<file path="src/rtl/rtc_idx_pkg.sv">
`timescale 1ns/1ps
package rtc_idx_pkg;
   localparam int unsigned BYTE_W      = 8;
   localparam int unsigned IDX_CTRL_A  = 10;
   localparam int unsigned IDX_CTRL_B  = 11;
   localparam int unsigned IDX_STAT_C  = 12;
   localparam int unsigned IDX_STAT_D  = 13;
   localparam logic [BYTE_W-1:0] EVEN_READ_VAL = 8'hFF;

   // time and date bytes that feed the running clock
   function automatic logic is_clock_field(input int unsigned i);
      return (i == 0) || (i == 2) || (i == 4) || (i >= 6 && i <= 9);
   endfunction
endpackage

</file>
<file path="src/rtl/rtc_byte_store.sv">
`timescale 1ns/1ps
module rtc_byte_store #(
   parameter int unsigned IDX_W = 7,
   parameter int unsigned DW    = 8
) (
   input  logic             clk,
   input  logic             rst_n,
   input  logic             we,
   input  logic [IDX_W-1:0] idx,
   input  logic [DW-1:0]    wdata,
   output logic [DW-1:0]    rdata
);
   localparam int unsigned DEPTH = 1 << IDX_W;

   logic [DW-1:0] mem_q [DEPTH];

   always_ff @(posedge clk or negedge rst_n) begin
      if (!rst_n) begin
         for (int i = 0; i < DEPTH; i++) mem_q[i] <= '0;
      end else if (we) begin
         mem_q[idx] <= wdata;
      end
   end

   assign rdata = mem_q[idx];
endmodule

</file>
<file path="src/rtl/rtc_csum.sv">
`timescale 1ns/1ps
module rtc_csum #(
   parameter int unsigned IDX_W  = 7,
   parameter int unsigned DW     = 8,
   parameter int unsigned SUM_W  = 16,
   parameter int unsigned FIRST  = 16,
   parameter int unsigned LAST   = 45
) (
   input  logic             clk,
   input  logic             rst_n,
   input  logic             wr,
   input  logic [IDX_W-1:0] idx,
   input  logic [DW-1:0]    old_byte,
   input  logic [DW-1:0]    new_byte,
   output logic [SUM_W-1:0] sum
);
   logic             in_range;
   logic [SUM_W-1:0] sum_q;

   assign in_range = (32'(idx) >= FIRST) && (32'(idx) <= LAST);

   // incremental update: drop the old byte, add the new one
   always_ff @(posedge clk or negedge rst_n) begin
      if (!rst_n)                sum_q <= '0;
      else if (wr && in_range)   sum_q <= sum_q - SUM_W'(old_byte) + SUM_W'(new_byte);
   end

   assign sum = sum_q;

   AST_CSUM_HOLD: assert property (@(posedge clk) disable iff (!rst_n)
      !wr |=> $stable(sum_q));
endmodule

</file>
<file path="src/rtl/rtc_ctrl_regs.sv">
`timescale 1ns/1ps
module rtc_ctrl_regs #(
   parameter int unsigned DW    = 8,
   parameter logic [7:0]  A_RST = 8'h26,
   parameter logic [7:0]  B_RST = 8'h02
) (
   input  logic          clk,
   input  logic          rst_n,
   input  logic          host_we,
   input  logic          host_re,
   input  logic          hit_a,
   input  logic          hit_b,
   input  logic          hit_c,
   input  logic [DW-1:0] wdata,
   input  logic [DW-1:0] flag_set,
   input  logic          uip_set,
   input  logic          uip_clr,
   output logic [DW-1:0] reg_a,
   output logic [DW-1:0] reg_b,
   output logic [DW-1:0] reg_c,
   output logic          irq
);
   localparam int unsigned TOP = DW - 1;

   logic [DW-1:0] a_q, b_q, c_q, a_n, b_n, c_n;
   logic          irq_q, irq_n, rd_c, b_set_wr;

   assign rd_c     = host_re && hit_c;
   assign b_set_wr = host_we && hit_b && wdata[TOP];

   always_comb begin
      a_n = a_q;
      b_n = b_q;
      if (host_we && hit_a) a_n[TOP-1:0] = wdata[TOP-1:0];
      if (host_we && hit_b) b_n = wdata;
      if (b_set_wr)                  a_n[TOP] = 1'b0;
      else if (uip_clr)              a_n[TOP] = 1'b0;
      else if (uip_set && !b_q[TOP]) a_n[TOP] = 1'b1;
      c_n   = (rd_c ? '0 : c_q) | flag_set;
      irq_n = (rd_c ? 1'b0 : irq_q) | (|flag_set);
   end

   always_ff @(posedge clk or negedge rst_n) begin
      if (!rst_n) begin
         a_q   <= A_RST;
         b_q   <= B_RST;
         c_q   <= '0;
         irq_q <= 1'b0;
      end else begin
         a_q   <= a_n;
         b_q   <= b_n;
         c_q   <= c_n;
         irq_q <= irq_n;
      end
   end

   assign reg_a = a_q;
   assign reg_b = b_q;
   assign reg_c = c_q;
   assign irq   = irq_q;

   AST_UIP_HOST_RO: assert property (@(posedge clk) disable iff (!rst_n)
      (host_we && hit_a && !uip_set && !uip_clr) |=> (a_q[TOP] == $past(a_q[TOP])));
   AST_C_WRITE_IGNORED: assert property (@(posedge clk) disable iff (!rst_n)
      (host_we && hit_c && flag_set == '0) |=> $stable(c_q));
   AST_C_CLR_ON_READ: assert property (@(posedge clk) disable iff (!rst_n)
      rd_c |=> (c_q == $past(flag_set)));
   AST_IRQ_TRACKS_C: assert property (@(posedge clk) disable iff (!rst_n)
      irq_q == (c_q != '0));
   AST_SET_KILLS_UIP: assert property (@(posedge clk) disable iff (!rst_n)
      b_set_wr |=> !a_q[TOP]);
endmodule

</file>
<file path="src/rtl/rtc_index_port.sv">
`timescale 1ns/1ps
module rtc_index_port
   import rtc_idx_pkg::*;
#(
   parameter int unsigned IDX_W      = 7,
   parameter bit          CSUM_EN    = 1'b1,
   parameter int unsigned CSUM_FIRST = 16,
   parameter int unsigned CSUM_LAST  = 45,
   parameter int unsigned CSUM_HI    = 46,
   parameter int unsigned CSUM_LO    = 47,
   parameter logic [7:0]  A_RST      = 8'h26,
   parameter logic [7:0]  B_RST      = 8'h02,
   parameter logic [7:0]  D_VAL      = 8'h80
) (
   input  logic       clk,
   input  logic       rst_n,
   input  logic       host_sel,
   input  logic       host_wr,
   input  logic       host_addr,
   input  logic [7:0] host_wdata,
   output logic [7:0] host_rdata,
   input  logic [7:0] flag_set,
   input  logic       uip_set,
   input  logic       uip_clr,
   output logic       irq,
   output logic       set_mode,
   output logic       clk_load
);
   localparam int unsigned DW        = BYTE_W;
   localparam int unsigned SUM_W     = 2 * DW;
   localparam int unsigned NUM_BYTES = 1 << IDX_W;

   if (IDX_W < 6 || IDX_W > 7) begin : g_bad_idx
      $error("IDX_W must be 6 or 7");
   end
   if (CSUM_EN && (CSUM_LAST < CSUM_FIRST || CSUM_FIRST <= IDX_STAT_D)) begin : g_bad_rng
      $error("checksum range must follow the control bytes");
   end
   if (CSUM_EN && (CSUM_HI >= NUM_BYTES || CSUM_LO >= NUM_BYTES ||
                   CSUM_HI <= CSUM_LAST || CSUM_LO <= CSUM_LAST || CSUM_HI == CSUM_LO)) begin : g_bad_dst
      $error("checksum bytes must lie above the range and inside the array");
   end

   logic [IDX_W-1:0] idx_q;
   logic             wr_idx, wr_dat, rd_dat;
   logic             hit_a, hit_b, hit_c, hit_d, hit_ctl, time_hit, csum_hit;
   logic [DW-1:0]    reg_a, reg_b, reg_c, store_rd, csum_byte;
   logic             store_we, load_q, load_n;

   assign wr_idx = host_sel &&  host_wr && !host_addr;
   assign wr_dat = host_sel &&  host_wr &&  host_addr;
   assign rd_dat = host_sel && !host_wr &&  host_addr;

   assign hit_a    = (32'(idx_q) == IDX_CTRL_A);
   assign hit_b    = (32'(idx_q) == IDX_CTRL_B);
   assign hit_c    = (32'(idx_q) == IDX_STAT_C);
   assign hit_d    = (32'(idx_q) == IDX_STAT_D);
   assign hit_ctl  = hit_a || hit_b || hit_c || hit_d;
   assign time_hit = is_clock_field(32'(idx_q));

   always_ff @(posedge clk or negedge rst_n) begin
      if (!rst_n)      idx_q <= '0;
      else if (wr_idx) idx_q <= host_wdata[IDX_W-1:0];
   end

   rtc_ctrl_regs #(.DW(DW), .A_RST(A_RST), .B_RST(B_RST)) u_ctrl (
      .clk      (clk),
      .rst_n    (rst_n),
      .host_we  (wr_dat),
      .host_re  (rd_dat),
      .hit_a    (hit_a),
      .hit_b    (hit_b),
      .hit_c    (hit_c),
      .wdata    (host_wdata),
      .flag_set (flag_set),
      .uip_set  (uip_set),
      .uip_clr  (uip_clr),
      .reg_a    (reg_a),
      .reg_b    (reg_b),
      .reg_c    (reg_c),
      .irq      (irq)
   );

   assign store_we = wr_dat && !hit_ctl && !csum_hit;

   rtc_byte_store #(.IDX_W(IDX_W), .DW(DW)) u_store (
      .clk   (clk),
      .rst_n (rst_n),
      .we    (store_we),
      .idx   (idx_q),
      .wdata (host_wdata),
      .rdata (store_rd)
   );

   if (CSUM_EN) begin : g_csum
      logic [SUM_W-1:0] sum;
      rtc_csum #(.IDX_W(IDX_W), .DW(DW), .SUM_W(SUM_W),
                 .FIRST(CSUM_FIRST), .LAST(CSUM_LAST)) u_csum (
         .clk      (clk),
         .rst_n    (rst_n),
         .wr       (wr_dat),
         .idx      (idx_q),
         .old_byte (store_rd),
         .new_byte (host_wdata),
         .sum      (sum)
      );
      assign csum_hit  = (32'(idx_q) == CSUM_HI) || (32'(idx_q) == CSUM_LO);
      assign csum_byte = (32'(idx_q) == CSUM_HI) ? sum[SUM_W-1:DW] : sum[DW-1:0];
   end else begin : g_no_csum
      assign csum_hit  = 1'b0;
      assign csum_byte = '0;
   end

   always_comb begin
      if (!host_addr)    host_rdata = EVEN_READ_VAL;
      else if (hit_a)    host_rdata = reg_a;
      else if (hit_b)    host_rdata = reg_b;
      else if (hit_c)    host_rdata = reg_c;
      else if (hit_d)    host_rdata = D_VAL;
      else if (csum_hit) host_rdata = csum_byte;
      else               host_rdata = store_rd;
   end

   // reload request: time byte written while running, or set mode released
   assign load_n = wr_dat && ((time_hit && !reg_b[DW-1]) ||
                              (hit_b && reg_b[DW-1] && !host_wdata[DW-1]));

   always_ff @(posedge clk or negedge rst_n) begin
      if (!rst_n) load_q <= 1'b0;
      else        load_q <= load_n;
   end

   assign clk_load = load_q;
   assign set_mode = reg_b[DW-1];

   AST_LOAD_RUNNING: assert property (@(posedge clk) disable iff (!rst_n)
      clk_load |-> (!set_mode && $past(host_sel && host_wr && host_addr)));
   AST_EVEN_NO_EFFECT: assert property (@(posedge clk) disable iff (!rst_n)
      (host_sel && !host_wr && !host_addr && flag_set == '0 && !uip_set && !uip_clr)
         |=> ($stable(reg_a) && $stable(reg_b) && $stable(idx_q)));
endmodule

</file>
<file path="config.mk">
export PLATFORM = sky130hd
export DESIGN_NAME = rtc_index_port
export DESIGN_NICKNAME = d
export VERILOG_FILES = /design/src/rtl/rtc_idx_pkg.sv /design/src/rtl/rtc_byte_store.sv /design/src/rtl/rtc_csum.sv /design/src/rtl/rtc_ctrl_regs.sv /design/src/rtl/rtc_index_port.sv
export SDC_FILE = /design/constraint.sdc
export NUM_CORES = 2
export LEC_CHECK = 0
export CAP_MARGIN = 20
export CORE_UTILIZATION = 44
export DETAILED_ROUTE_END_ITERATION = 16
export DONT_BUFFER_PORTS = 1
export PLACE_DENSITY = 0.64
export SETUP_SLACK_MARGIN = 0.5
export SLEW_MARGIN = 40
export SYNTH_ARGS = -nofsm -noshare
export SYNTH_HDL_FRONTEND = slang
export SYNTH_SLANG_ARGS = --single-unit
</file>
<file path="constraint.sdc">
create_clock -name clk -period 5.9 [get_ports clk]
set_input_delay 0 -clock clk [delete_from_list [all_inputs] [get_ports clk]]
set_output_delay 0 -clock clk [all_outputs]
set_load 0.01 [all_outputs]
</file>
After elaboration in Yosys (flattened, before gate mapping)
Index checks and enable logic that the tools add are counted.
{ "op_classes": {"add_sub_neg": 2, "magnitude_cmp": 6, "n_eq_ne": 8, "n_mux": 18, "bitwise": 3, "n_reduce_logical": 37} }
{ "ops": {"columns": ["op", "n"], "rows": [
  ["$bwmux 1024", 1],
  ["$mux 8", 11],
  ["$bmux 8 s7", 1],
  ["$demux 8 s7", 1],
  ["$eq 7x4->1 const B", 4],
  ["$logic_and 1x1->1", 20],
  ["$add 16x8->16", 1],
  ["$sub 16x8->16", 1],
  ["$eq 7x6->1 const B", 2],
  ["$ge 8x8->1 const B", 1],
  ["$logic_or 1x1->1", 8],
  ["$lt 8x1->1 const B", 1],
  ["$not 7->8", 1],
  ["$or 8x8->8", 1],
  ["$reduce_or 8->1", 1],
  ["$eq 7x2->1 const B", 1],
  ["$eq 7x3->1 const B", 1],
  ["$ge 7x3->1 const B", 1],
  ["$ge 7x5->1 const B", 1],
  ["$le 7x4->1 const B", 1],
  ["$le 7x6->1 const B", 1],
  ["$logic_not 7->1", 1],
  ["$logic_not 1->1", 6],
  ["$mux 1", 4],
  ["2 further kinds", 2]
]} }
{ "word_totals": {"ff_bits": 1073, "in_bits": 23, "word_cells": 210} }

Depth between registers and ports, before layout
{ "logic_depth": {"depth_word": 10, "mapped_depth": 23, "mapped_depth_nobuf": 19} }

Cells and area by module
From an unflattened synthesis, not the netlist that was laid out.
{ "unflattened": {"hier_cells": 3882, "area_unflattened_um2": 50083.0} }
{ "by_module_without_submodules": {"columns": ["module", "n_inst", "cells_each", "area_per_inst_um2", "seq_area_each_um2"], "rows": [
  ["rtc_byte_store", 1, 3533, 46679.8, 25624.6],
  ["rtc_csum", 1, 200, 1642.8, 400.4],
  ["rtc_ctrl_regs", 1, 57, 915.9, 630.6],
  ["rtc_index_port", 1, 92, 844.6, 200.2]
]} }

Least setup slack after synthesis
Ideal clock, no wire load.
{ "synth_timing": {"path_kind": "flip-flop to flip-flop", "from": "register idx_q[0]", "to": "register g_csum.u_csum.sum_q[15] (netlist: g_csum.u_csum.sum[15])", "arrival_ns": 4.461, "required_time_ns": 5.821, "setup_slack_ns": 1.360, "stages_incl_launch_ff": 21, "n_path_buf": 4, "period_less_slack_ns": 4.540, "cell_sequence": "dfrtp_1 -> buf_6 -> buf_12 -> buf_4 -> buf_2 -> mux4_2 -> a22oi_1 -> o211ai_1 -> nor4_1 -> o211ai_1 -> fa_1 -> inv_1 -> ha_1 -> a211oi_1 -> o21ai_0 -> a31oi_1 -> a21oi_1 -> a31oi_1 -> nand3b_1 -> a31oi_1 -> xor2_1"} }
{ "synth_via": {"elab_chain_len": 6, "elab_cells_between_ends": 10, "classes_between": "add/sub: 2; order compare: 2; mux: 3; bitwise: 1; reduce/logical: 2"} }
{ "synth_lines": {"columns": ["element", "line_no", "text"], "rows": [
  ["start, declared", "rtc_index_port.sv:44", "logic [IDX_W-1:0] idx_q;"],
  ["start signal, assigned", "rtc_index_port.sv:63", "else if (wr_idx) idx_q <= host_wdata[IDX_W-1:0];"],
  ["$not 7->8 (implied by the code)", "rtc_byte_store.sv:25", "assign rdata = mem_q[idx];"],
  ["$bmux 8 s7", "rtc_byte_store.sv:25", null],
  ["$mux 8 (implied by the code) (2 in a row)", "rtc_byte_store.sv:25", null],
  ["$sub 16x8->16", "rtc_csum.sv:25", "else if (wr && in_range) sum_q <= sum_q - SUM_W'(old_byte) + SUM_W'(new_byte);"],
  ["$add 16x8->16", "rtc_csum.sv:25", null],
  ["end signal, assigned", "rtc_csum.sv:25", null],
  ["end, declared", "rtc_csum.sv:18", "logic [SUM_W-1:0] sum_q;"]
]} }
Several ways; a longest one is shown, not always the timed one. The select of a mux whose other input is x is not followed.
A chain may end at the register's enable or synchronous reset.

Final worst setup path
{ "layout_timing": {"from": "register idx_q[0]", "to": "register g_csum.u_csum.sum_q[14] (netlist: g_csum.u_csum.sum[14])"} }
Same word-level chain as after synthesis.

==> flow_summary.yaml <==
status:
  outcome: "finished with violations"
  violations: "hold timing"
floorplan:
  die-width_um: 337.9
  rows: 122
  io_pins: 34
  die_y_um: 337.9
  die_area_sq_um: 114200
  start_util: 0.4460
  core_sq_um: 111300
placement:
  dp_slack_ns: 0.4661
  dp_hpwl_um: 84920
  place_congestion: 0.8847
  port-buffer-count: 0
synth:
  async_flop_share: 1.000
  yosysTopAreaCellShare: 0.5389
  syn-cell-area_sq_um: 49640
  synthTopCellsByArea: "dfrtp_1 54%, mux2_2 21%, mux4_2 9.2%"
  synth_fp_nets: 3515
  synth-edff-count: 0
  synth-compound-area-share: 0.04205
  yosys.area_share.adder: 0.007260
  synth-warning-count: 0
  synthXorXnorAreaFrac: 0.002117
  synth_cells: 3468
  synth_top_cell_by_area: "dfrtp_1"
  avgSynthCellArea_sq_um: 14.31
  synthMuxAreaShare: 0.3366
  synth_ff_type: "dfrtp_1"
  synthSimpleGateAreaFrac: 0.04192
  synth_cell_types: 73
  ys_ff_latch: 1073
  synth_seq_area_share: 0.5411
  synth_top_family_by_area: "multiplexers"
worst_setup_path:
  worstPathArrival_ns: 5.79
  rrSetupSlack_ns: 0.73
  r2r_end: "g_csum.u_csum.sum[14]$_DFFE_PN0P_"
  critPathKind: "reg -> reg"
  cp_max_fo: 22
  cp.required_ns: 6.53
  rr_worst_depth: 22
  worstReg2RegStart: "idx_q[0]$_DFFE_PN0P_"
  critPathLaunchType: "flop"
  cp-end-kind: "flop"
timing:
  finalClockSkew_ns: 0.03205
  finalCritPeriodShare: 0.8760
  fin_tns_setup_ns: 0
  slew_headroom: 0.3954
  whs_ns: -0.01737
  final_max_slew_viol_count: 0
  worstMarginPinSlew_ns: 0.8994
  hold_viol: 19
  worst_slack_ns: 0.7316
  rsz0062_at_grt: "false"
  finalSetupViolCount: 0
  fmax_mhz: 193.5
  period_minus_slack_ns: 5.168
clock_network:
  cts_tree: "yes"
  cts_made_buffers: 112
  clk_latency_ns: 0.69
  cts_root_buffer: "clkbuf_16"
  cts_sinks: 1073
  clock_path_buffers: 3
  cts.reportedPaths.clkPinSlew_ns: 0.06
  h-tree-depth: 3
hold_path:
  hp-class: "in -> async"
grt:
  grt_pass1_wl_um: 206800
  grt_pass1_vias: 30550
  grt_antenna_before_repair: 6
  grt_use_total: 0.2424
  grt_max_degree: 127
  grt_overflow: 0
layout:
  nNetsFinal: 3506
  drive_gt1_frac: 0.4351
  fillers: 9364
  syn_to_final_growth_pct: 12.10
job:
  max-cap-violations: 0
routing:
  post-route-drc-count: 0
  ant_nets: 0
  vias_per_cell: 6.001
  dr.first_iter.drc_count: 2536
  num_vias: 30150
  drt_wl_total_um: 136800
  drt-wirelength-per-cell_um: 27.23
  drtPass1Iterations: 8
power:
  p_leak_uw: 0.02586
  power_density_nw_per_um2: 326.8
  vdd_drop_max_v: 0.0002485
worst max-delay path: stages, from the launching register on:
cell and delay (ns):
dfrtp_4 0.46, buf_4 0.15, buf_16 0.24, buf_6 0.27
buf_4 0.22, mux4_2 0.50, mux2i_1 0.14, o21ai_0 0.08
o211ai_1 0.42, nand4bb_1 0.21, ha_1 0.32, inv_1 0.04
ha_1 0.21, inv_1 0.08, fa_1 0.20, nor2b_1 0.05
o21ai_0 0.14, nand2b_1 0.13, a311o_1 0.41, nand3_1 0.12
a311oi_2 0.12, or4_1 0.48, nand3_1 0.09
timing repair:
action | 4_1_cts | 5_1_grt
hold buffers | 49 | 0
pin swaps | 0 | 1
endpoints found under the hold margin | 1970 | 0
resized for setup | 1 | 13
buffers inserted | 0 | 3
cloned | 0 | 2
endpoints found under the setup margin | 1 | 5
final cells by class:
type / instances / area (sq um) / share of cell area
Clock inverter: 16 / 162.7 / 0.002923
Tap cell: 1488 / 1862 / 0.03346
Antenna cell: 2 / 5.005 / 0.00008994
Timing Repair Buffer: 166 / 1902 / 0.03418
Inverter: 44 / 168.9 / 0.003036
Multi-Input combinational cell: 2062 / 21430 / 0.3851
Sequential cell: 1073 / 26870 / 0.4829
Clock buffer: 174 / 3247 / 0.05835
sequential cells by signal (all words and copies together) (netlist names):
| name | count |
|---|---|
| clk_load | 1 |
| g_csum.u_csum.sum | 16 |
| u_ctrl.reg_c | 8 |
| u_ctrl.irq | 1 |
| u_store.mem_q | 1024 |
| idx_q | 7 |
| u_ctrl.reg_b | 8 |
| u_ctrl.reg_a | 8 |
cell usage in the layout (no fill, tap or decap), types with 30 or more instances in the layout:
cell,instances
nor2_2,103
dlygate4sd3_1,40
mux2i_1,146
o21ai_0,135
nand2_1,149
clkbuf_16,115
nand3_1,32
buf_4,93
dfrtp_1,1065
a21oi_1,34
o221ai_1,30
mux4_2,203
inv_1,42
nor2_1,42
mux2_2,925
clkbuf_1,42
report_power, final:
group	leakage (uW)	switching, uW	internal [uW]
Sequential	0.0148	300	7810
Combinational	0.00940	1960	1410
Clock	0.00167	2870	3830
worst max path at each step:
| stage | from | endpoint | depth (start not counted) |
|---|---|---|---|
| after global placement | idx_q[0]$_DFFE_PN0P_ | g_csum.u_csum.sum[15]$_DFFE_PN0P_ | 19 |
| after floorplan | idx_q[0]$_DFFE_PN0P_ | g_csum.u_csum.sum[15]$_DFFE_PN0P_ | 20 |
| after CTS | idx_q[0]$_DFFE_PN0P_ | g_csum.u_csum.sum[15]$_DFFE_PN0P_ | 19 |
| after global routing | idx_q[1]$_DFFE_PN0P_ | g_csum.u_csum.sum[14]$_DFFE_PN0P_ | 19 |
| final | idx_q[0]$_DFFE_PN0P_ | g_csum.u_csum.sum[14]$_DFFE_PN0P_ | 22 |
| after detailed placement | idx_q[0]$_DFFE_PN0P_ | g_csum.u_csum.sum[15]$_DFFE_PN0P_ | 19 |
per-stage QoR:
step / instances / utilization / power, uW / area (sq um)
detailed placement: 4779 / 0.4622 / 11340 / 51440
floorplan: 3468 / - / 10330 / 49640
global placement: 4770 / 0.4598 / 11140 / 51160
CTS: 5018 / 0.4987 / 18220 / 55500
global route: 5023 / 0.5000 / 18900 / 55640
finish: 5025 / 0.5000 / 18190 / 55640
kinds of logic after synthesis:
logic type	Yosys count
adders and majority gates	24
buffers and inverters	333
AOI/OAI and AO/OA	326
xor gates and xnor gates	12
and+or+nand+nor	414
DFF	1073
muxes	1286
cell usage after synthesis, types with 35 or more instances:
cell / number
a21oi_1: 35
buf_2: 45
clkbuf_1: 215
dfrtp_1: 1069
inv_1: 42
mux2_2: 925
mux2i_1: 148
mux4_2: 203
nand2_1: 149
nor2_1: 50
nor2_2: 95
o21ai_0: 141
routing by layer:
metal	part of all wire	up-vias	routed length, um	GRT usage
met5	0.000095	-	13	0
met4	0.034	2	4659	0.07769
met3	0.062	245	8416	0.03844
met2	0.45	984	62040	0.3664
met1	0.45	16230	61680	0.3571
li1	-	12700	-	-
No activity file was read; power rests on OpenSTA's default activity.
